<file path="src/rtl/insn_loop_queue_pkg.sv">
package insn_loop_queue_pkg;

  typedef enum logic [1:0] {
    CLS_PLAIN = 2'd0,
    CLS_FLAGS = 2'd1,
    CLS_JCC   = 2'd2,
    CLS_NOP   = 2'd3
  } insn_cls_e;

  // Older instruction a, younger instruction b.
  function automatic logic can_pair(input logic [1:0] a, input logic [1:0] b);
    return (a == CLS_FLAGS && b == CLS_JCC) || a == CLS_NOP || b == CLS_NOP;
  endfunction

endpackage

</file>
<file path="src/rtl/iql_store.sv">
module iql_store #(
  parameter int DEPTH  = 24,
  parameter int LANES  = 4,
  parameter int INSN_W = 10,
  parameter int PORTS  = 8
) (
  input  logic                          clk,
  input  logic [$clog2(LANES+1)-1:0]    we_n,
  input  logic [$clog2(DEPTH)-1:0]      we_base,
  input  logic [LANES*INSN_W-1:0]       we_data,
  input  logic [PORTS*$clog2(DEPTH)-1:0] rd_addr,
  output logic [PORTS*INSN_W-1:0]       rd_data
);
  localparam int PTR_W = $clog2(DEPTH);

  logic [INSN_W-1:0] mem [DEPTH];

  function automatic logic [PTR_W-1:0] wrap(input logic [PTR_W-1:0] a, input int b);
    int t;
    t = int'(a) + b;
    if (t >= DEPTH) t = t - DEPTH;
    return PTR_W'(t);
  endfunction

  always_ff @(posedge clk) begin
    for (int l = 0; l < LANES; l++) begin
      if (l < int'(we_n)) mem[wrap(we_base, l)] <= we_data[l*INSN_W +: INSN_W];
    end
  end

  for (genvar p = 0; p < PORTS; p++) begin : g_rd
    assign rd_data[p*INSN_W +: INSN_W] = mem[rd_addr[p*PTR_W +: PTR_W]];
  end

endmodule

</file>
<file path="src/rtl/iql_slot.sv">
module iql_slot #(
  parameter int CNT_W = 5
) (
  input  logic [CNT_W-1:0] o_in,
  input  logic [CNT_W-1:0] len,
  input  logic [1:0]       cls_a,
  input  logic [1:0]       cls_b,
  output logic             pair,
  output logic [CNT_W-1:0] o_out
);
  import insn_loop_queue_pkg::*;

  logic [CNT_W:0] nx;

  // The successor must lie inside the body: no pairing across the wrap point.
  assign pair  = (({1'b0, o_in} + 1'b1) < {1'b0, len}) && can_pair(cls_a, cls_b);
  assign nx    = {1'b0, o_in} + (pair ? (CNT_W+1)'(2) : (CNT_W+1)'(1));
  assign o_out = (nx >= {1'b0, len}) ? '0 : nx[CNT_W-1:0];

endmodule

</file>
<file path="src/rtl/insn_loop_queue.sv">
module insn_loop_queue #(
  parameter int DEPTH = 24,
  parameter int LANES = 4,
  parameter int PAY_W = 8
) (
  input  logic                               clk,
  input  logic                               rst,
  input  logic [$clog2(LANES+1)-1:0]         wr_cnt,
  input  logic [LANES*(PAY_W+2)-1:0]         wr_data,
  output logic                               wr_ready,
  input  logic                               flush,
  input  logic                               lp_req,
  input  logic [$clog2(DEPTH+1)-1:0]         lp_len,
  output logic                               lp_active,
  output logic [LANES-1:0]                   out_valid,
  output logic [LANES-1:0]                   out_fused,
  output logic [LANES*(PAY_W+2)-1:0]         out_first,
  output logic [LANES*(PAY_W+2)-1:0]         out_second
);
  localparam int INSN_W = PAY_W + 2;
  localparam int PTR_W  = $clog2(DEPTH);
  localparam int CNT_W  = $clog2(DEPTH+1);
  localparam int WC_W   = $clog2(LANES+1);
  localparam int PORTS  = 2 * LANES;

  logic [PTR_W-1:0] wr_ptr, rd_ptr, lp_base;
  logic [CNT_W-1:0] occ, hist, lp_n, lp_pos;
  logic             lp_on;

  logic [WC_W-1:0]  wr_eff, n_wr;
  logic [CNT_W-1:0] n_rd;
  logic [CNT_W:0]   hsum;
  logic             lp_take;

  logic [CNT_W-1:0]  off    [LANES+1];
  logic [PTR_W-1:0]  addr_a [LANES];
  logic [PTR_W-1:0]  addr_b [LANES];
  logic [INSN_W-1:0] da     [LANES];
  logic [INSN_W-1:0] db     [LANES];
  logic [LANES-1:0]  pair;
  logic [LANES-1:0]  nx_valid;

  logic [PORTS*PTR_W-1:0]  rd_addr;
  logic [PORTS*INSN_W-1:0] rd_data;

  function automatic logic [PTR_W-1:0] wrap(input logic [PTR_W-1:0] a, input int b);
    int t;
    t = int'(a) + b;
    if (t >= DEPTH) t = t - DEPTH;
    return PTR_W'(t);
  endfunction

  assign lp_active = lp_on;
  assign wr_ready  = !lp_on && (occ <= CNT_W'(DEPTH - LANES));
  assign wr_eff    = (wr_cnt > WC_W'(LANES)) ? WC_W'(LANES) : wr_cnt;
  assign n_wr      = (wr_ready && !flush) ? wr_eff : '0;
  assign n_rd      = lp_on ? '0 : ((occ > CNT_W'(LANES)) ? CNT_W'(LANES) : occ);
  assign hsum      = {1'b0, hist} + (CNT_W+1)'(n_wr);
  assign lp_take   = lp_req && !lp_on && !flush && (occ == '0) && (wr_cnt == '0) &&
                     (lp_len != '0) && (lp_len <= hist);

  iql_store #(.DEPTH(DEPTH), .LANES(LANES), .INSN_W(INSN_W), .PORTS(PORTS)) u_store (
    .clk     (clk),
    .we_n    (n_wr),
    .we_base (wr_ptr),
    .we_data (wr_data),
    .rd_addr (rd_addr),
    .rd_data (rd_data)
  );

  assign off[0] = lp_pos;

  for (genvar s = 0; s < LANES; s++) begin : g_slot
    assign addr_a[s] = lp_on ? wrap(lp_base, int'(off[s])) : wrap(rd_ptr, s);
    assign addr_b[s] = wrap(lp_base, int'(off[s]) + 1);
    assign rd_addr[s*PTR_W +: PTR_W]         = addr_a[s];
    assign rd_addr[(LANES+s)*PTR_W +: PTR_W] = addr_b[s];
    assign da[s] = rd_data[s*INSN_W +: INSN_W];
    assign db[s] = rd_data[(LANES+s)*INSN_W +: INSN_W];
    assign nx_valid[s] = lp_on || (CNT_W'(s) < n_rd);

    iql_slot #(.CNT_W(CNT_W)) u_slot (
      .o_in  (off[s]),
      .len   (lp_n),
      .cls_a (da[s][INSN_W-1 -: 2]),
      .cls_b (db[s][INSN_W-1 -: 2]),
      .pair  (pair[s]),
      .o_out (off[s+1])
    );
  end

  always_ff @(posedge clk) begin
    if (rst || flush) begin
      lp_on      <= 1'b0;
      occ        <= '0;
      hist       <= '0;
      lp_pos     <= '0;
      out_valid  <= '0;
      out_fused  <= '0;
      out_first  <= '0;
      out_second <= '0;
      if (rst) begin
        wr_ptr  <= '0;
        rd_ptr  <= '0;
        lp_base <= '0;
        lp_n    <= '0;
      end else begin
        rd_ptr <= wr_ptr;
      end
    end else begin
      out_valid <= nx_valid;
      out_fused <= lp_on ? pair : '0;
      for (int s = 0; s < LANES; s++) begin
        out_first[s*INSN_W +: INSN_W]  <= da[s];
        out_second[s*INSN_W +: INSN_W] <= (lp_on && pair[s]) ? db[s] : '0;
      end
      wr_ptr <= wrap(wr_ptr, int'(n_wr));
      rd_ptr <= wrap(rd_ptr, int'(n_rd));
      occ    <= occ - n_rd + CNT_W'(n_wr);
      hist   <= (hsum > (CNT_W+1)'(DEPTH)) ? CNT_W'(DEPTH) : hsum[CNT_W-1:0];
      if (lp_take) begin
        lp_on   <= 1'b1;
        lp_base <= wrap(wr_ptr, DEPTH - int'(lp_len));
        lp_n    <= lp_len;
        lp_pos  <= '0;
      end else if (lp_on) begin
        lp_pos <= off[LANES];
      end
    end
  end

endmodule

</file>
<file path="config.mk">
export PLATFORM = sky130hd
export DESIGN_NAME = insn_loop_queue
export DESIGN_NICKNAME = d
export VERILOG_FILES = /design/src/rtl/insn_loop_queue_pkg.sv /design/src/rtl/iql_store.sv /design/src/rtl/iql_slot.sv /design/src/rtl/insn_loop_queue.sv
export SDC_FILE = /design/constraint.sdc
export NUM_CORES = 2
export LEC_CHECK = 0
export ABC_AREA = 1
export CAP_MARGIN = 20
export CELL_PAD_IN_SITES_DETAIL_PLACEMENT = 2
export CELL_PAD_IN_SITES_GLOBAL_PLACEMENT = 2
export CORE_MARGIN = 5
export CORE_UTILIZATION = 36
export DETAILED_ROUTE_END_ITERATION = 12
export DONT_BUFFER_PORTS = 1
export PLACE_DENSITY_LB_ADDON = 0.1
export SKIP_LAST_GASP = 1
export SLEW_MARGIN = 0
export SYNTH_ARGS = -nofsm -noshare
export SYNTH_HDL_FRONTEND = slang
export SYNTH_HIERARCHICAL = 1
export SYNTH_SLANG_ARGS = --single-unit
export TNS_END_PERCENT = 50
</file>
<file path="constraint.sdc">
create_clock -name clk -period 22 [get_ports clk]
set_clock_uncertainty 0.2 [all_clocks]
set_input_delay 4.4 -clock clk [delete_from_list [all_inputs] [get_ports clk]]
set_output_delay 4.4 -clock clk [all_outputs]
set_load 0.1 [all_outputs]
</file>
==> impl_metrics.tcl <==
set metrics [dict create \
    status "completed" \
    path_clk_slew_ns 0.07 \
    crit_slowest_cell "fa_4" \
    slew_headroom_pct 24.31 \
    whs_path_depth 2 \
    clock_sinks 364 \
    area_growth_pct 6.497 \
    core_sq_um 119700 \
    clockBufferDepth 3 \
    wl_per_cell_um 34.87 \
    async_flop_share_pct 0 \
    cp.arrival_ns 21.21 \
    io_buffers 0 \
    ys_seq_elements 364 \
    finalSetupViolCount 0 \
    hp-start "occ[4]$_SDFF_PP0_" \
    worstHoldEndpoint "occ[4]$_SDFF_PP0_" \
    die_y_um 356.5 \
    antenna_found_initial 29 \
    rr_worst_depth 117 \
    first_iter_violations 7040 \
    grt_max_degree 143 \
    gr-total-overflow 0 \
    first_pass_iters 6 \
    die-area_sq_um 127100 \
    cts_root_buffer "clkbuf_16" \
    fp-row-count 127 \
    io_pins 142 \
    period_needed_ns 20.84 \
    synth-edff-count 250 \
    vias 57010 \
    nFillCells 15010 \
    reg2reg_from "lp_base[0]$_SDFFCE_PP0P_" \
    worstPathMaxFanout 19 \
    synth-seq-area-share_pct 22.65 \
    post-route-cell-area_sq_um 46020 \
    end_kind "register" \
    crit_type "register to register" \
    track_usage_pct 44.42 \
    insertion_delay_ns 0.64 \
    grt_pass1_wl_um 412500 \
    wl_um 295000 \
    avgViaCountPerCell 6.739 \
    min_path_type "register to register" \
    synth_area_per_cell_sq_um 5.996 \
    r2r_end "lp_pos[0]$_SDFFE_PP0P_" \
    worstPathRequired_ns 22.37 \
    dpl.hpwl_um 216200 \
    synth_area_sq_um 43210 \
    start_util_pct 36.11 \
    reg2reg_slack_ns 1.16 \
    cts_made_buffers 46 \
    start_kind "register" \
    routabilityCongestion 1.039 \
    regArea_sq_um 9791 \
    nets 6988 \
    synthCells 7207 \
    fp.dieW_um 356.5 \
    ant_nets 0 \
    multi_input_area_sq_um 28660 \
    whs_ns 0.4165 \
    worst_path_largest_cell_delay_ns 0.67 \
    yosysWarnings 6 \
    yosysUniqueCellTypes 59 \
    fin_crit_sh_pct 94.74 \
    cts_tree "yes" \
    drive_above_1_share_pct 6.787 \
    maxCapViolCount 0 \
    fmax_mhz 47.98 \
    drc 0 \
    hold_viol 0 \
    worst_pin_slew_ns 1.135 \
    htreeDepth 2 \
    grt_pass1_vias 56070 \
    drv_slew 0 \
    placed_area_sq_um 44190 \
    synth_ff_type "edfxtp_1" \
]
critical path: cells and delay by family, from the launching register on:
family | cells | cell delay, ns
DFF | 1 | 0.39
and+or+nand+nor | 48 | 6.65
adders and majority gates | 19 | 6.02
buffers and inverters | 21 | 2.44
xor gates and xnor gates | 9 | 1.92
AOI/OAI and AO/OA | 20 | 3.09
flip-flops by register name, summed over array words and instances (netlist names):
signal / flops
lp_pos: 5
lp_active: 1
occ: 5
out_fused: 4
lp_base: 5
hist: 5
u_store/mem: 240
out_first: 40
out_second: 40
rd_ptr: 5
out_valid: 4
wr_ptr: 5
lp_n: 5
worst max path at each step:
stage                                         to                      from
after global routing      lp_pos[1]$_SDFFE_PP0P_  lp_base[0]$_SDFFCE_PP0P_
after CTS                 lp_pos[0]$_SDFFE_PP0P_  lp_base[0]$_SDFFCE_PP0P_
after global placement    lp_pos[4]$_SDFFE_PP0P_  lp_base[0]$_SDFFCE_PP0P_
after detailed placement  lp_pos[1]$_SDFFE_PP0P_  lp_base[0]$_SDFFCE_PP0P_
final                     lp_pos[0]$_SDFFE_PP0P_  lp_base[0]$_SDFFCE_PP0P_
after floorplan           lp_pos[2]$_SDFFE_PP0P_    lp_active$_SDFFE_PP0P_
metal layers:
metal | vias up | GRT usage (%) | wire length, um
met2 | 3701 | 66.28 | 122200
met1 | 28450 | 57.22 | 115700
met3 | 1031 | 11.06 | 32920
met5 | - | 0 | 137
li1 | 23810 | - | -
met4 | 18 | 28.37 | 24040
cells in the mapped netlist, types with 7 or more instances:
| library cell | number | area (sq um) |
|---|---|---|
| buf_2 | 57 | 285.3 |
| buf_1 | 80 | 300.3 |
| clkbuf_2 | 21 | 105.1 |
| nand3_1 | 1042 | 5215 |
| o21ai_1 | 25 | 125.1 |
| inv_1 | 575 | 2158 |
| a21oi_2 | 9 | 78.83 |
| xor2_1 | 51 | 446.7 |
| buf_6 | 14 | 157.7 |
| nand4_1 | 36 | 225.2 |
| nand2_1 | 1407 | 5281 |
| buf_4 | 21 | 157.7 |
| nand2_4 | 11 | 123.9 |
| nor2_4 | 10 | 112.6 |
| nor2_1 | 465 | 1745 |
| o22ai_1 | 90 | 563.0 |
| o2111ai_1 | 13 | 113.9 |
| nand4_2 | 8 | 100.1 |
| ha_1 | 118 | 1476 |
| xnor2_1 | 14 | 122.6 |
| nand3_2 | 9 | 90.09 |
| nand4_4 | 9 | 191.4 |
| o211ai_1 | 181 | 1359 |
| nor2_2 | 9 | 56.30 |
| clkbuf_1 | 457 | 1715 |
| dfxtp_1 | 114 | 2282 |
| o21ai_0 | 1222 | 6116 |
| inv_2 | 22 | 82.58 |
| nand2_2 | 13 | 81.33 |
| fa_1 | 18 | 360.4 |
| edfxtp_1 | 250 | 7507 |
| a21oi_1 | 734 | 3674 |
| clkinv_1 | 39 | 146.4 |
| xor2_2 | 7 | 113.9 |
| a21o_1 | 9 | 67.56 |
kinds of logic (layout without fill, tap and decap cells):
| group | after synthesis | in the layout | share of synthesized area [%] |
|---|---|---|---|
| other | 2 | 14 | 0.01738 |
| and+or+nand+nor | 3041 | 3041 | 31.04 |
| adders and majority gates | 136 | 136 | 4.251 |
| DFF | 364 | 364 | 22.65 |
| buffers and inverters | 1289 | 918 | 11.90 |
| xor gates and xnor gates | 75 | 75 | 1.746 |
| AOI/OAI and AO/OA | 2300 | 2300 | 28.40 |
final cells by class:
cell class / count / share of cell area (%)
repair buffers: 195 / 3.366
inverters: 638 / 5.305
well taps: 1612 / 4.383
diodes: 11 / 0.05982
clock buffers: 53 / 2.580
flip-flops and latches: 364 / 21.28
clock inverters: 32 / 0.7531
multi-input cells: 5555 / 62.28
repair_timing:
action,CTS,global route
hold buffers,0,0
pin swaps,0,4
hold endpoints to repair,0,0
resized for setup,4,48
buffers inserted,0,5
endpoints found under the setup margin,5,16
cloned,0,1
cells in the final DEF (no fill, tap or decap), types with 27 or more instances in the layout:
cell,n
a21oi_1,733
buf_4,183
clkbuf_16,47
clkinv_1,36
dfxtp_1,113
edfxtp_1,250
ha_1,117
inv_1,567
nand2_1,1406
nand3_1,1040
nand4_1,36
nor2_1,448
o211ai_1,181
o21ai_0,1209
o21ai_1,27
o22ai_1,89
xor2_1,44
stage by stage:
stage / utilization [%] / TNS, ns / cells / setup slack [ns]
after floorplan: - / 0 / 7208 / 3.554
after global placement: 36.92 / 0 / 8349 / 0.8839
after detailed placement: 36.93 / -0.4691 / 8351 / -0.1031
after CTS: 38.22 / 0 / 8436 / 0.001162
after global routing: 38.44 / -0.1244 / 8450 / -0.05506
final: 38.46 / 0 / 8460 / 1.158
Power is not shown: default switching activity piles up to over one toggle a cycle in this logic, so the estimate is an artifact.
